===== src/rtl/sclgen_pkg.sv =====
package sclgen_pkg;

  typedef enum logic [1:0] {
    OP_START = 2'd0,
    OP_STOP  = 2'd1,
    OP_WRITE = 2'd2,
    OP_READ  = 2'd3
  } bitop_e;

  typedef enum logic [2:0] {
    PH_IDLE  = 3'd0,
    PH_LOW   = 3'd1,
    PH_WAITH = 3'd2,
    PH_HIGH  = 3'd3,
    PH_TAIL  = 3'd4
  } phase_e;

endpackage


===== src/rtl/sclgen_sync.sv =====
module sclgen_sync #(
  parameter int   STAGES  = 2,
  parameter logic RST_VAL = 1'b1
) (
  input  logic clk,
  input  logic rst,
  input  logic d,
  output logic q
);

  logic [STAGES-1:0] sr;

  always_ff @(posedge clk) begin
    if (rst) begin
      sr <= {STAGES{RST_VAL}};
    end else begin
      sr[0] <= d;
      for (int i = 1; i < STAGES; i++) sr[i] <= sr[i-1];
    end
  end

  assign q = sr[STAGES-1];

endmodule


===== src/rtl/sclgen_glitch_filter.sv =====
module sclgen_glitch_filter #(
  parameter int MODE_W = 2
) (
  input  logic              clk,
  input  logic              rst,
  input  logic [MODE_W-1:0] mode,
  input  logic              din,
  output logic              dout
);

  logic              level;
  logic [MODE_W-1:0] run;

  always_ff @(posedge clk) begin
    if (rst) begin
      level <= 1'b1;
      run   <= '0;
    end else if (din == level) begin
      run <= '0;
    end else if (mode == '0) begin
      level <= din;
      run   <= '0;
    end else if (run == mode - 1'b1) begin
      level <= din;
      run   <= '0;
    end else begin
      run <= run + 1'b1;
    end
  end

  assign dout = (mode == '0) ? din : level;

  AST_FILT_HOLDS_LEVEL: assert property (@(posedge clk) disable iff (rst)
    (mode != '0 && din == level) |=> $stable(level)) else $error("filter moved on equal input");
  AST_FILT_RUN_BOUND: assert property (@(posedge clk) disable iff (rst)
    (mode != '0 && $stable(mode)) |-> (run < mode)) else $error("filter run exceeds depth");

endmodule


===== src/rtl/sclgen_phase_timer.sv =====
module sclgen_phase_timer #(
  parameter int DIV_W  = 16,
  parameter int HOLD_W = 8
) (
  input  logic              clk,
  input  logic              rst,
  input  logic              restart,
  input  logic              run,
  input  logic [DIV_W-1:0]  div,
  input  logic [HOLD_W-1:0] hold,
  output logic              at_hold,
  output logic              at_end
);

  localparam int CNT_W = DIV_W + 1;

  logic [CNT_W-1:0] cnt;
  logic [CNT_W-1:0] end_val;
  logic [CNT_W-1:0] div_ext;
  logic [CNT_W-1:0] hold_ext;
  logic [CNT_W-1:0] hold_eff;

  always_comb begin
    div_ext  = {1'b0, div};
    end_val  = div_ext + 1'b1;
    hold_ext = CNT_W'(hold);
    if (hold_ext == '0)          hold_eff = CNT_W'(1);
    else if (hold_ext > div_ext) hold_eff = (div_ext == '0) ? CNT_W'(1) : div_ext;
    else                         hold_eff = hold_ext;
  end

  always_ff @(posedge clk) begin
    if (rst)                  cnt <= '0;
    else if (restart)         cnt <= CNT_W'(1);
    else if (run && !at_end)  cnt <= cnt + 1'b1;
  end

  assign at_end  = (cnt == end_val);
  assign at_hold = (cnt == hold_eff);

  AST_CNT_BOUND: assert property (@(posedge clk) disable iff (rst)
    (run && $stable(div)) |-> (cnt <= end_val)) else $error("phase count overran");

endmodule


===== src/rtl/sclgen_core.sv =====
module sclgen_core
  import sclgen_pkg::*;
#(
  parameter int DIV_W       = 16,
  parameter int HOLD_W      = 8,
  parameter int FILT_W      = 2,
  parameter int SYNC_STAGES = 2
) (
  input  logic              clk,
  input  logic              rst,
  input  logic [DIV_W-1:0]  cfg_div,
  input  logic [HOLD_W-1:0] cfg_hold,
  input  logic [FILT_W-1:0] cfg_filt,
  input  logic              req_valid,
  input  logic [1:0]        req_op,
  input  logic              req_bit,
  output logic              req_ready,
  output logic              done,
  output logic              rd_bit,
  input  logic              scl_i,
  input  logic              sda_i,
  output logic              scl_oe,
  output logic              sda_oe
);

  phase_e ph;
  bitop_e op_q;
  logic   bit_q;
  logic   seen_low;
  logic   scl_s, scl_f, sda_s;
  logic   at_hold, at_end;
  logic   go_high, restart, run;

  sclgen_sync #(.STAGES(SYNC_STAGES), .RST_VAL(1'b1)) u_scl_sync (
    .clk(clk), .rst(rst), .d(scl_i), .q(scl_s));

  sclgen_sync #(.STAGES(SYNC_STAGES), .RST_VAL(1'b1)) u_sda_sync (
    .clk(clk), .rst(rst), .d(sda_i), .q(sda_s));

  sclgen_glitch_filter #(.MODE_W(FILT_W)) u_scl_filt (
    .clk(clk), .rst(rst), .mode(cfg_filt), .din(scl_s), .dout(scl_f));

  function automatic logic low_target(bitop_e o, logic b);
    case (o)
      OP_STOP:  return 1'b1;
      OP_WRITE: return !b;
      default:  return 1'b0;
    endcase
  endfunction

  assign req_ready = (ph == PH_IDLE);
  assign go_high   = (ph == PH_WAITH) && scl_f && seen_low;
  assign restart   = (req_ready && req_valid) || go_high ||
                     (ph == PH_HIGH && at_end && (op_q == OP_START || op_q == OP_STOP));
  assign run       = (ph == PH_LOW) || (ph == PH_HIGH) || (ph == PH_TAIL);

  sclgen_phase_timer #(.DIV_W(DIV_W), .HOLD_W(HOLD_W)) u_timer (
    .clk(clk), .rst(rst), .restart(restart), .run(run),
    .div(cfg_div), .hold(cfg_hold), .at_hold(at_hold), .at_end(at_end));

  always_ff @(posedge clk) begin
    if (rst) begin
      ph       <= PH_IDLE;
      op_q     <= OP_START;
      bit_q    <= 1'b0;
      seen_low <= 1'b0;
      scl_oe   <= 1'b0;
      sda_oe   <= 1'b0;
      done     <= 1'b0;
      rd_bit   <= 1'b0;
    end else begin
      done <= 1'b0;
      case (ph)
        PH_IDLE: begin
          if (req_valid) begin
            op_q     <= bitop_e'(req_op);
            bit_q    <= req_bit;
            seen_low <= 1'b0;
            scl_oe   <= 1'b1;
            ph       <= PH_LOW;
          end
        end
        PH_LOW: begin
          if (!scl_f) seen_low <= 1'b1;
          if (at_hold) sda_oe <= low_target(op_q, bit_q);
          if (at_end) begin
            scl_oe <= 1'b0;
            ph     <= PH_WAITH;
          end
        end
        PH_WAITH: begin
          if (!scl_f) seen_low <= 1'b1;
          if (go_high) begin
            ph <= PH_HIGH;
            if (op_q == OP_READ) rd_bit <= sda_s;
          end
        end
        PH_HIGH: begin
          if (at_end) begin
            if (op_q == OP_START) begin
              sda_oe <= 1'b1;
              ph     <= PH_TAIL;
            end else if (op_q == OP_STOP) begin
              sda_oe <= 1'b0;
              ph     <= PH_TAIL;
            end else begin
              ph   <= PH_IDLE;
              done <= 1'b1;
            end
          end
        end
        PH_TAIL: begin
          if (at_end) begin
            ph   <= PH_IDLE;
            done <= 1'b1;
          end
        end
        default: ph <= PH_IDLE;
      endcase
    end
  end

  AST_LOW_DRIVES_SCL: assert property (@(posedge clk) disable iff (rst)
    (ph == PH_LOW) |-> scl_oe) else $error("SCL not driven in low phase");
  AST_NO_COUNT_WHILE_LOW: assert property (@(posedge clk) disable iff (rst)
    (ph == PH_WAITH && !scl_f) |=> (ph == PH_WAITH)) else $error("high phase began on low SCL");
  AST_SDA_STILL_IN_HIGH: assert property (@(posedge clk) disable iff (rst)
    (ph == PH_HIGH && $past(ph) == PH_HIGH) |-> $stable(sda_oe)) else $error("SDA moved while SCL high");
  AST_SCL_FREE_IN_TAIL: assert property (@(posedge clk) disable iff (rst)
    (ph == PH_TAIL) |-> !scl_oe) else $error("SCL driven during start/stop tail");
  AST_DONE_PULSE: assert property (@(posedge clk) disable iff (rst)
    done |=> !done) else $error("done longer than one cycle");
  AST_DONE_IDLE: assert property (@(posedge clk) disable iff (rst)
    done |-> req_ready) else $error("done while busy");

endmodule


===== config.mk =====
export PLATFORM = sky130hd
export DESIGN_NAME = sclgen_core
export DESIGN_NICKNAME = d
export VERILOG_FILES = /design/src/rtl/sclgen_pkg.sv /design/src/rtl/sclgen_sync.sv /design/src/rtl/sclgen_glitch_filter.sv /design/src/rtl/sclgen_phase_timer.sv /design/src/rtl/sclgen_core.sv
export SDC_FILE = /design/constraint.sdc
export NUM_CORES = 1
export LEC_CHECK = 0
export BUFFER_PORTS_ARGS = -buffer_cell sky130_fd_sc_hd__buf_2
export CORE_UTILIZATION = 40
export CTS_BUF_LIST = sky130_fd_sc_hd__clkbuf_4
export DETAILED_ROUTE_END_ITERATION = 6
export PLACE_DENSITY_LB_ADDON = 0.3
export SLEW_MARGIN = 20
export SYNTH_ARGS = -nofsm -noshare
export SYNTH_HDL_FRONTEND = slang
export SYNTH_SLANG_ARGS = --single-unit

===== constraint.sdc =====
create_clock -name clk -period 3 [get_ports clk]
set_input_delay 0.6 -clock clk [delete_from_list [all_inputs] [get_ports clk]]
set_output_delay 0.6 -clock clk [all_outputs]
set_load 0.01 [all_outputs]

Word level (Yosys, flattened, before mapping):

Index checks and enable logic that the tools add are counted.

* $add $sub $neg: 4
* mux-type cells: 33
* $lt $le $gt $ge: 1
* bitwise gates (word level): 1
* reduce and logical (&&, ||, !) cells: 33
* equality and inequality tests: 19

Operators by type and width (count)
* $eq 17x17->1: 2
* $mux 17: 2
* $mux 3: 7
* $add 16x1->17 const B: 1
* $add 17x1->17 const B: 1
* $mux 1: 17
* $gt 8x16->1: 1
* $logic_not 16->1: 1
* $mux 16: 1
* $pmux 3 s5: 1
* $ne 2x2->1 const B: 7
* $pmux 1 s2: 5
* $reduce_bool 2->1: 5
* $reduce_and 3->1: 3
* $logic_not 8->1: 1
* $eq 3x2->1 const B: 2
* $logic_and 1x1->1: 6
* $logic_or 1x1->1: 5
* $reduce_and 5->1: 1
* $eq 2x2->1 const B: 2
* $logic_not 2->1: 2
* $reduce_and 2->1: 2
* $reduce_and 4->1: 1
* $reduce_or 2->1: 2
* other kinds (12): 13

* input port bits: 34
* register bits: 35
* logic and storage cells: 105
* output and inout bits: 5

Logic depth before layout (Yosys ltp):

Gate-level depths: netlist of the first run.

* depth in word-level cells: 7
* depth in mapped cells: 13
* depth with buffers taken out: 10

By module:

Synthesis of the first run repeated with hierarchy kept, for this count alone.

* cell total of the unflattened synthesis: 396
* area total of the unflattened synthesis: 3141.8 um^2

Modules (own cells, without submodules)
* sclgen_phase_timer: area an instance 2212.1 um^2, seq. area each 340.3 um^2, cells each 296, times used 1
* sclgen_core: area an instance 654.4 um^2, seq. area each 220.2 um^2, cells each 75, times used 1
* sclgen_glitch_filter: area an instance 170.2 um^2, seq. area each 60.1 um^2, cells each 17, times used 1
* sclgen_sync: area an instance 52.6 um^2, seq. area each 40.0 um^2, cells each 4, times used 2

Worst setup path before layout of the first run:

No wires, ideal clock.

* path type: input-to-reg
* start: input port cfg_div[0]
* end: register u_timer.cnt[0]
* setup slack: 0.066 ns
* setup time: 0.071 ns
* buffers on the path: 2
* arrival time: 2.863 ns
* cell stages on the path: 11
* data required time: 2.929 ns
* path through: ha_1 -> buf_2 -> o21ba_2 -> a221oi_1 -> o22ai_1 -> nor4_2 -> nand4_2 -> o21ai_2 -> buf_6 -> mux2_2 -> a21oi_1

* longest elaborated chain between the ends: 6
* elaborated cells on any way between the ends: 9
* classes of those cells: 1 x add/sub; 1 x eq/ne; 1 x mux; 6 x reduce/logical

RTL lines
* start: declaration: line sclgen_core.sv:11 `input logic [DIV_W-1:0] cfg_div,`
* $add 16x1->17 (*): line sclgen_phase_timer.sv:25 `end_val = div_ext + 1'b1;`
* $eq 17x17->1 (*): line sclgen_phase_timer.sv:38 `assign at_end = (cnt == end_val);`
* $logic_and 1x1->1 (2 in a row): line sclgen_core.sv:54 `(ph == PH_HIGH && at_end && (op_q == OP_START || op_q == OP_STOP));`
* $logic_or 1x1->1: line sclgen_core.sv:53 `assign restart = (req_ready && req_valid) || go_high ||`
* $mux 1 or $reduce_bool 2->1 (tied branches)
* end signal: assignment: line sclgen_phase_timer.sv:35 `else if (run && !at_end) cnt <= cnt + 1'b1;`
* end: declaration: line sclgen_phase_timer.sv:17 `logic [CNT_W-1:0] cnt;`

Every way passes the cells marked *; elsewhere a longest branch is shown, timed or not.
A chain may end at the register's enable or synchronous reset.

Final worst setup path of the first run:

* start: input port cfg_div[0]
* end: register u_timer.cnt[12]

* longest elaborated chain between the ends: 6
* elaborated cells on any way between the ends: 8
* classes of those cells: 1 x add/sub; 1 x eq/ne; 6 x reduce/logical

RTL lines (line)
* $add 16x1->17 (*): sclgen_phase_timer.sv:25
* $eq 17x17->1 (*): sclgen_phase_timer.sv:38
* $logic_and 1x1->1 (2 in a row): sclgen_core.sv:54
* $logic_or 1x1->1: sclgen_core.sv:53
* $reduce_or 2->1 (no line)

Marked as above.

==> flow_metrics.py, run 1 <==
metrics = {
    "worst_setup_path": {
        "cp_slowest_cell": "nor4_2",
        "crit_path_max_fanout": 4,
        "start_kind": "input pin",
        "critPathMaxStageDelay_ns": 0.38,
        "reg2reg_from": "u_timer.cnt[3]",
        "worst_r2r_path_depth": 9,
        "worst-setup-path-type": "input pin to flip-flop",
        "path_cells": "buf_2 > ha_1 > o21ba_2 > a221oi_1 > o22ai_1 > nor4_2 > nand4_2 > buf_4 > o2111a_1 > and4_1 > mux2i_1",
        "reg2reg_slack_ns": 0.53,
        "r2r_end": "u_timer.cnt[12]",
        "required_ns": 3.24,
        "endpoint_kind": "flip-flop",
        "worstPathArrival_ns": 2.96,
    },
    "floorplanning": {
        "pin_count": 39,
        "start_util": 0.4154,
        "fp-row-count": 31,
        "fp.dieH_um": 89.02,
        "die-width_um": 89.02,
        "die_area_mm2": 0.007925,
        "core_area_mm2": 0.007292,
    },
    "sta": {
        "worst_slew_pin_slew_ns": 0.5596,
        "rsz0062_at_grt": "false",
        "max_freq_mhz": 368.0,
        "finClkSkew_ns": 0.002960,
        "setup_viol": 0,
        "slew_viol_final": 0,
        "slew_headroom": 0.6241,
        "finalCriticalPeriod_ns": 2.718,
        "hold_viol": 0,
        "min_period_over_period": 0.9059,
        "finalWorstSetupSlack_ns": 0.2823,
        "fin_hold_ws_ns": 0.4201,
        "fin_tns_setup_ns": 0,
    },
    "min_path": {
        "min_delay_worst_endpoint": "u_sda_sync.sr[1]",
        "min_path_type": "flip-flop to flip-flop",
        "hold_depth": 1,
        "hp-start": "u_sda_sync.sr[0]",
    },
    "grt": {
        "antenna_found_initial": 0,
        "grt-ovfl-total": 0,
        "grtUsageMet1": 0.2713,
        "grt_pass1_vias": 2611,
        "grt_max_degree": 20,
        "grtUsageTotal": 0.1998,
        "grt_busiest_layer": "met2",
        "grt_first_pass_wirelength_mm": 12.32,
        "grt_use_met3": 0.03601,
        "met2_usage": 0.3280,
    },
    "detailed_routing": {
        "wl_per_cell_um": 14.66,
        "ant_nets": 0,
        "viasPerCell": 5.712,
        "vias": 2999,
        "drtIter0Drc": 204,
        "drt_wl_total_mm": 7.696,
        "drc": 0,
        "firstDrtPassIters": 4,
    },
    "cts": {
        "cts_inserted_buffers": 5,
        "clk_pin_slew_ns": 0.11,
        "root_buffer": "clkbuf_4",
        "clkLatencyLatePin_ns": 0.34,
        "cts_tree": "built",
        "cts_buffer_depth": 2,
        "post_cts_resized": 0,
        "cts_hold_buf": 0,
        "postCtsSetupBuffers": 0,
        "htree_levels": 2,
        "cts_sinks": 35,
    },
    "synth": {
        "synth_flop_cell": "dfxtp_1",
        "syn_area_per_cell_um2": 7.827,
        "synth_top_cell_area_share": 0.2313,
        "synthTopCellsByCount": "a21oi_1, dfxtp_1, inv_1",
        "async_flop_share": 0,
        "synth_top_area_cell": "dfxtp_1",
        "ys_seq_area_frac": 0.2313,
        "syn-cell-area_mm2": 0.003029,
        "ys_ff_latch": 35,
        "synth_edf_count": 0,
        "ys_warn_count": 0,
        "ys_types": 65,
        "ys_top_cells_by_area": "dfxtp_1, ha_1, a21oi_1",
        "synth_nets": 437,
        "yosysMostFrequentCell": "a21oi_1",
        "synthCells": 387,
    },
    "placed_design": {
        "numPortBuffers": 38,
        "gp_congestion": 0.8875,
        "dp_hpwl_mm": 6.069,
        "pre_cts_slack_ns": -0.06525,
    },
    "cells_and_area": {
        "area_growth_pct": 11.36,
        "multi_input_area_mm2": 0.002079,
        "final_layout_size_suffix_gt1_frac": 0.2089,
        "num_antenna_cells": 0,
        "fin_util": 0.4626,
        "fillers": 781,
        "regArea_um2": 700.7,
        "nets": 475,
    },
    "power": {
        "p_leak_nw": 1.332,
        "p_per_area_mw_per_mm2": 285.8,
        "finalPower_mw": 0.9641,
        "ir_drop_mv": 0.2110,
    },
    "status": {
        "status": "completed",
    },
    "job": {
        "cap_violations": 0,
    },
}
## where the power goes
part | switching (mW) | internal, mW | total (mW)
Sequential | 0.00993 | 0.476 | 0.486
Clock | 0.167 | 0.0894 | 0.256
Combinational | 0.128 | 0.0936 | 0.222
## sequential cells by signal, summed over array words and instances (netlist names)
name              cells
sda_oe                1
op_q                  2
u_sda_sync.sr         2
bit_q                 1
ph                    3
u_scl_filt.level      1
scl_oe                1
u_scl_sync.sr         2
u_timer.cnt          17
done                  1
u_scl_filt.run        2
seen_low              1
rd_bit                1
## per-stage QoR
step / cell area, um^2 / instances
floorplan: 3029 / 387
global route: 3373 / 525
detailed placement: 3316 / 517
finish: 3373 / 525
CTS: 3373 / 525
global placement: 3316 / 517
## how the worst max path moves through the flow
| stage | startpoint | endpoint | slack, ns | cells past startpoint |
|---|---|---|---|---|
| 3_3_place_gp | cfg_div[0] | u_timer.cnt[12] | -0.04 | 11 |
| 5_1_grt | cfg_div[0] | u_timer.cnt[1] | 0.06 | 11 |
| 2_1_floorplan | cfg_div[0] | u_timer.cnt[0] | 0.07 | 11 |
| 3_5_place_dp | cfg_div[0] | u_timer.cnt[12] | -0.07 | 11 |
| 6_report | cfg_div[0] | u_timer.cnt[12] | 0.28 | 11 |
| 4_1_cts | cfg_div[0] | u_timer.cnt[12] | 0.29 | 11 |
## cell type report
cell class	instances	area share
multi-input cells	303	0.6165
flip-flops and latches	35	0.2077
repair buffers	55	0.09421
well taps	99	0.03672
clock buffers	5	0.01113
clock inverters	3	0.005935
inverters	25	0.02782
## layout by cell type (no fill, tap or decap), drive strengths merged, types with 4 or more instances in the layout
master / count
buf: 55
a21oi: 36
dfxtp: 35
inv: 25
nand2: 21
nor2: 21
nand3: 20
o21ai: 19
xnor2: 17
ha: 16
nand4: 14
or3: 12
nor3: 10
xor2: 10
mux2i: 9
nor4: 9
and3: 9
and4: 7
or4: 6
o31ai: 6
and2: 6
clkbuf: 5
or2: 5
nor2b: 4
## layer usage
layer / routed length (um) / share of wire / vias up
li1: - / - / 1510
met1: 3740 / 0.49 / 1401
met2: 3378 / 0.44 / 78
met3: 464 / 0.060 / 10
met4: 113 / 0.015 / 0
met5: 0 / 0 / -
## worst max-delay path, delay by kind of cell
family | cells | cell delay (ns)
adders and majority gates | 1 | 0.24
buffers and inverters | 2 | 0.28
AOI/OAI and AO/OA | 4 | 0.98
muxes | 1 | 0.11
and+or+nand+nor | 3 | 0.76
## kinds of logic (layout without fill, tap and decap cells)
| kind of cell | count (synthesis) | count (layout) | synth area share |
|---|---|---|---|
| buffers and inverters | 49 | 88 | 0.08220 |
| AND/OR/NAND/NOR | 156 | 156 | 0.3044 |
| multiplexers | 11 | 11 | 0.03718 |
| adder cells (fa/ha/maj) | 16 | 16 | 0.06609 |
| flip-flops | 35 | 35 | 0.2313 |
| AO/OA/AOI/OAI | 93 | 93 | 0.2007 |
| XOR/XNOR | 27 | 27 | 0.07806 |
No activity file was read; power rests on OpenSTA's default activity.
==> inputs of run 2 (changes only) <==
--- a/config.mk
+++ b/config.mk
@@ -6,7 +6,7 @@
 export NUM_CORES = 1
 export LEC_CHECK = 0
 export BUFFER_PORTS_ARGS = -buffer_cell sky130_fd_sc_hd__buf_2
-export CORE_UTILIZATION = 40
+export CORE_UTILIZATION = 53
 export CTS_BUF_LIST = sky130_fd_sc_hd__clkbuf_4
 export DETAILED_ROUTE_END_ITERATION = 6
 export PLACE_DENSITY_LB_ADDON = 0.3
==> flow_metrics.py, run 2 (same netlist as run 1, synthesis figures left out) <==
metrics = {
    "cells_and_area": {
        "top_regs": "u_timer.cnt (17), ph (3)",
        "num_antenna_cells": 0,
        "largest_reg_flops": 17,
        "area_growth_pct": 10.08,
        "finish.instance_area_mm2": 0.003334,
        "layout_common_cells": "buf_2, a21oi_1, dfxtp_1",
        "nets": 472,
        "final_common_cell": "buf_2",
        "final_layout_size_suffix_gt1_frac": 0.2014,
        "fillers": 522,
        "largest-register": "u_timer.cnt",
    },
    "placed_design": {
        "dp_hpwl_mm": 5.801,
        "numPortBuffers": 38,
        "pre_cts_slack_ns": -0.07513,
        "post_dp_cell_area_mm2": 0.003259,
        "gp_congestion": 0.9059,
    },
    "grt": {
        "grt_max_degree": 20,
        "grt-ovfl-total": 0,
        "antenna_found_initial": 0,
        "grt_pass1_vias": 2737,
        "grt_first_pass_wirelength_mm": 12.67,
        "grtUsageTotal": 0.2603,
    },
    "worst_setup_path": {
        "cp_slowest_cell": "nor4_2",
        "start_kind": "input pin",
        "endpoint_kind": "flip-flop",
        "reg2reg_from": "u_timer.cnt[4]",
        "worstPathArrival_ns": 2.99,
        "required_ns": 3.26,
        "crit_start": "cfg_div[0]",
        "path_cells": "buf_2 > ha_1 > o21ba_2 > a221oi_1 > o22ai_1 > nor4_2 > nand4_2 > o21ai_2 > mux2_2 > a21oi_1",
        "crit_path_max_fanout": 5,
        "worst-setup-path-type": "input pin to flip-flop",
        "critPathMaxStageDelay_ns": 0.37,
    },
    "sta": {
        "worst_slew_pin_slew_ns": 0.6080,
        "hold_viol": 0,
        "finalWorstSetupSlack_ns": 0.2701,
        "finalCriticalPeriod_ns": 2.730,
        "slew_viol_final": 0,
        "slew_headroom": 0.5915,
        "min_period_over_period": 0.9100,
        "rsz0062_at_grt": "false",
        "setup_viol": 0,
        "finClkSkew_ns": 0.01561,
        "max_freq_mhz": 366.3,
    },
    "detailed_routing": {
        "wl_per_cell_um": 15.05,
        "drc": 0,
        "firstDrtPassIters": 4,
        "viasPerCell": 6.047,
        "ant_nets": 0,
        "vias": 2987,
        "drtIter0Drc": 144,
        "drt_wl_total_mm": 7.435,
    },
    "floorplanning": {
        "die_area_mm2": 0.006022,
        "pin_count": 39,
        "start_util": 0.5501,
        "fp.dieH_um": 77.60,
        "die-width_um": 77.60,
        "core_area_mm2": 0.005507,
        "fp-row-count": 27,
    },
    "job": {
        "cap_violations": 0,
    },
    "cts": {
        "cts_buffer_depth": 2,
        "clkLatencyLatePin_ns": 0.34,
        "root_buffer": "clkbuf_4",
        "cts_sinks": 35,
        "clk_pin_slew_ns": 0.11,
        "htree_levels": 2,
        "cts_tree": "built",
        "cts_hold_buf": 0,
        "postCtsSetupBuffers": 0,
        "cts_inserted_buffers": 5,
        "post_cts_resized": 0,
    },
    "min_path": {
        "hp-start": "u_sda_sync.sr[0]",
        "min_path_type": "flip-flop to flip-flop",
    },
    "power": {
        "finalPower_mw": 1.034,
        "p_leak_nw": 1.326,
        "p_per_area_mw_per_mm2": 310.2,
        "ir_drop_mv": 0.3285,
    },
    "status": {
        "status": "completed",
    },
}
[run 2: changes by cell type in the layout (fill, tap and decap cells not counted)]
cell and delta:
buf_4 -3, bufinv_16 +1, clkinv_2 -1, clkinvlp_4 -1
[run 2: worst paths after layout]
kind,endpoint,slack (ns),cells after the start
hold reg to reg,u_sda_sync.sr[1],0.42,1
hold / removal,u_sda_sync.sr[1],0.42,1
setup reg to reg,u_timer.cnt[0],0.55,8
setup / recovery,u_timer.cnt[0],0.27,10
[run 2: critical path, delay by kind of cell]
kind | cells | cell delay (ns)
mux | 1 | 0.37
fa+ha+maj | 1 | 0.24
compound gates | 5 | 1.10
buf+inv | 1 | 0.11
simple gates | 2 | 0.58
[run 2: power by group]
group          leakage, nW  switching (mW)  internal (mW)
Combinational         1.00           0.125         0.0920
Sequential           0.285          0.0123          0.476
Clock               0.0373           0.158          0.171
Total                 1.33           0.296          0.739
[run 2: final cells by class]
class | count | area, um^2 | area share
timing repair buffer | 52 | 295.3 | 0.08856
tap | 72 | 90.09 | 0.02702
clock inverter | 2 | 37.54 | 0.01126
clock buffer | 5 | 37.54 | 0.01126
sequential | 35 | 700.7 | 0.2101
multi-input combinational | 303 | 2079 | 0.6236
inverter | 25 | 93.84 | 0.02814
[run 2: metal layers]
layer / wire length (um) / GRT usage
met4: 168 / 0.09434
met1: 3309 / 0.3187
met5: 0 / 0
met2: 3604 / 0.4602
met3: 352 / 0.03647
[run 2: stage by stage]
| stage | setup TNS [ns] | cells | hold WS [ns] | utilization |
|---|---|---|---|---|
| global route | 0 | 494 | 0.4260 | 0.6055 |
| finish | 0 | 494 | 0.4237 | 0.6055 |
| floorplan | 0 | 387 | 0.3895 | - |
| CTS | 0 | 494 | 0.4198 | 0.6055 |
| detailed placement | -0.4499 | 487 | 0.3999 | 0.5919 |
| global placement | 0 | 487 | 0.3921 | 0.5919 |
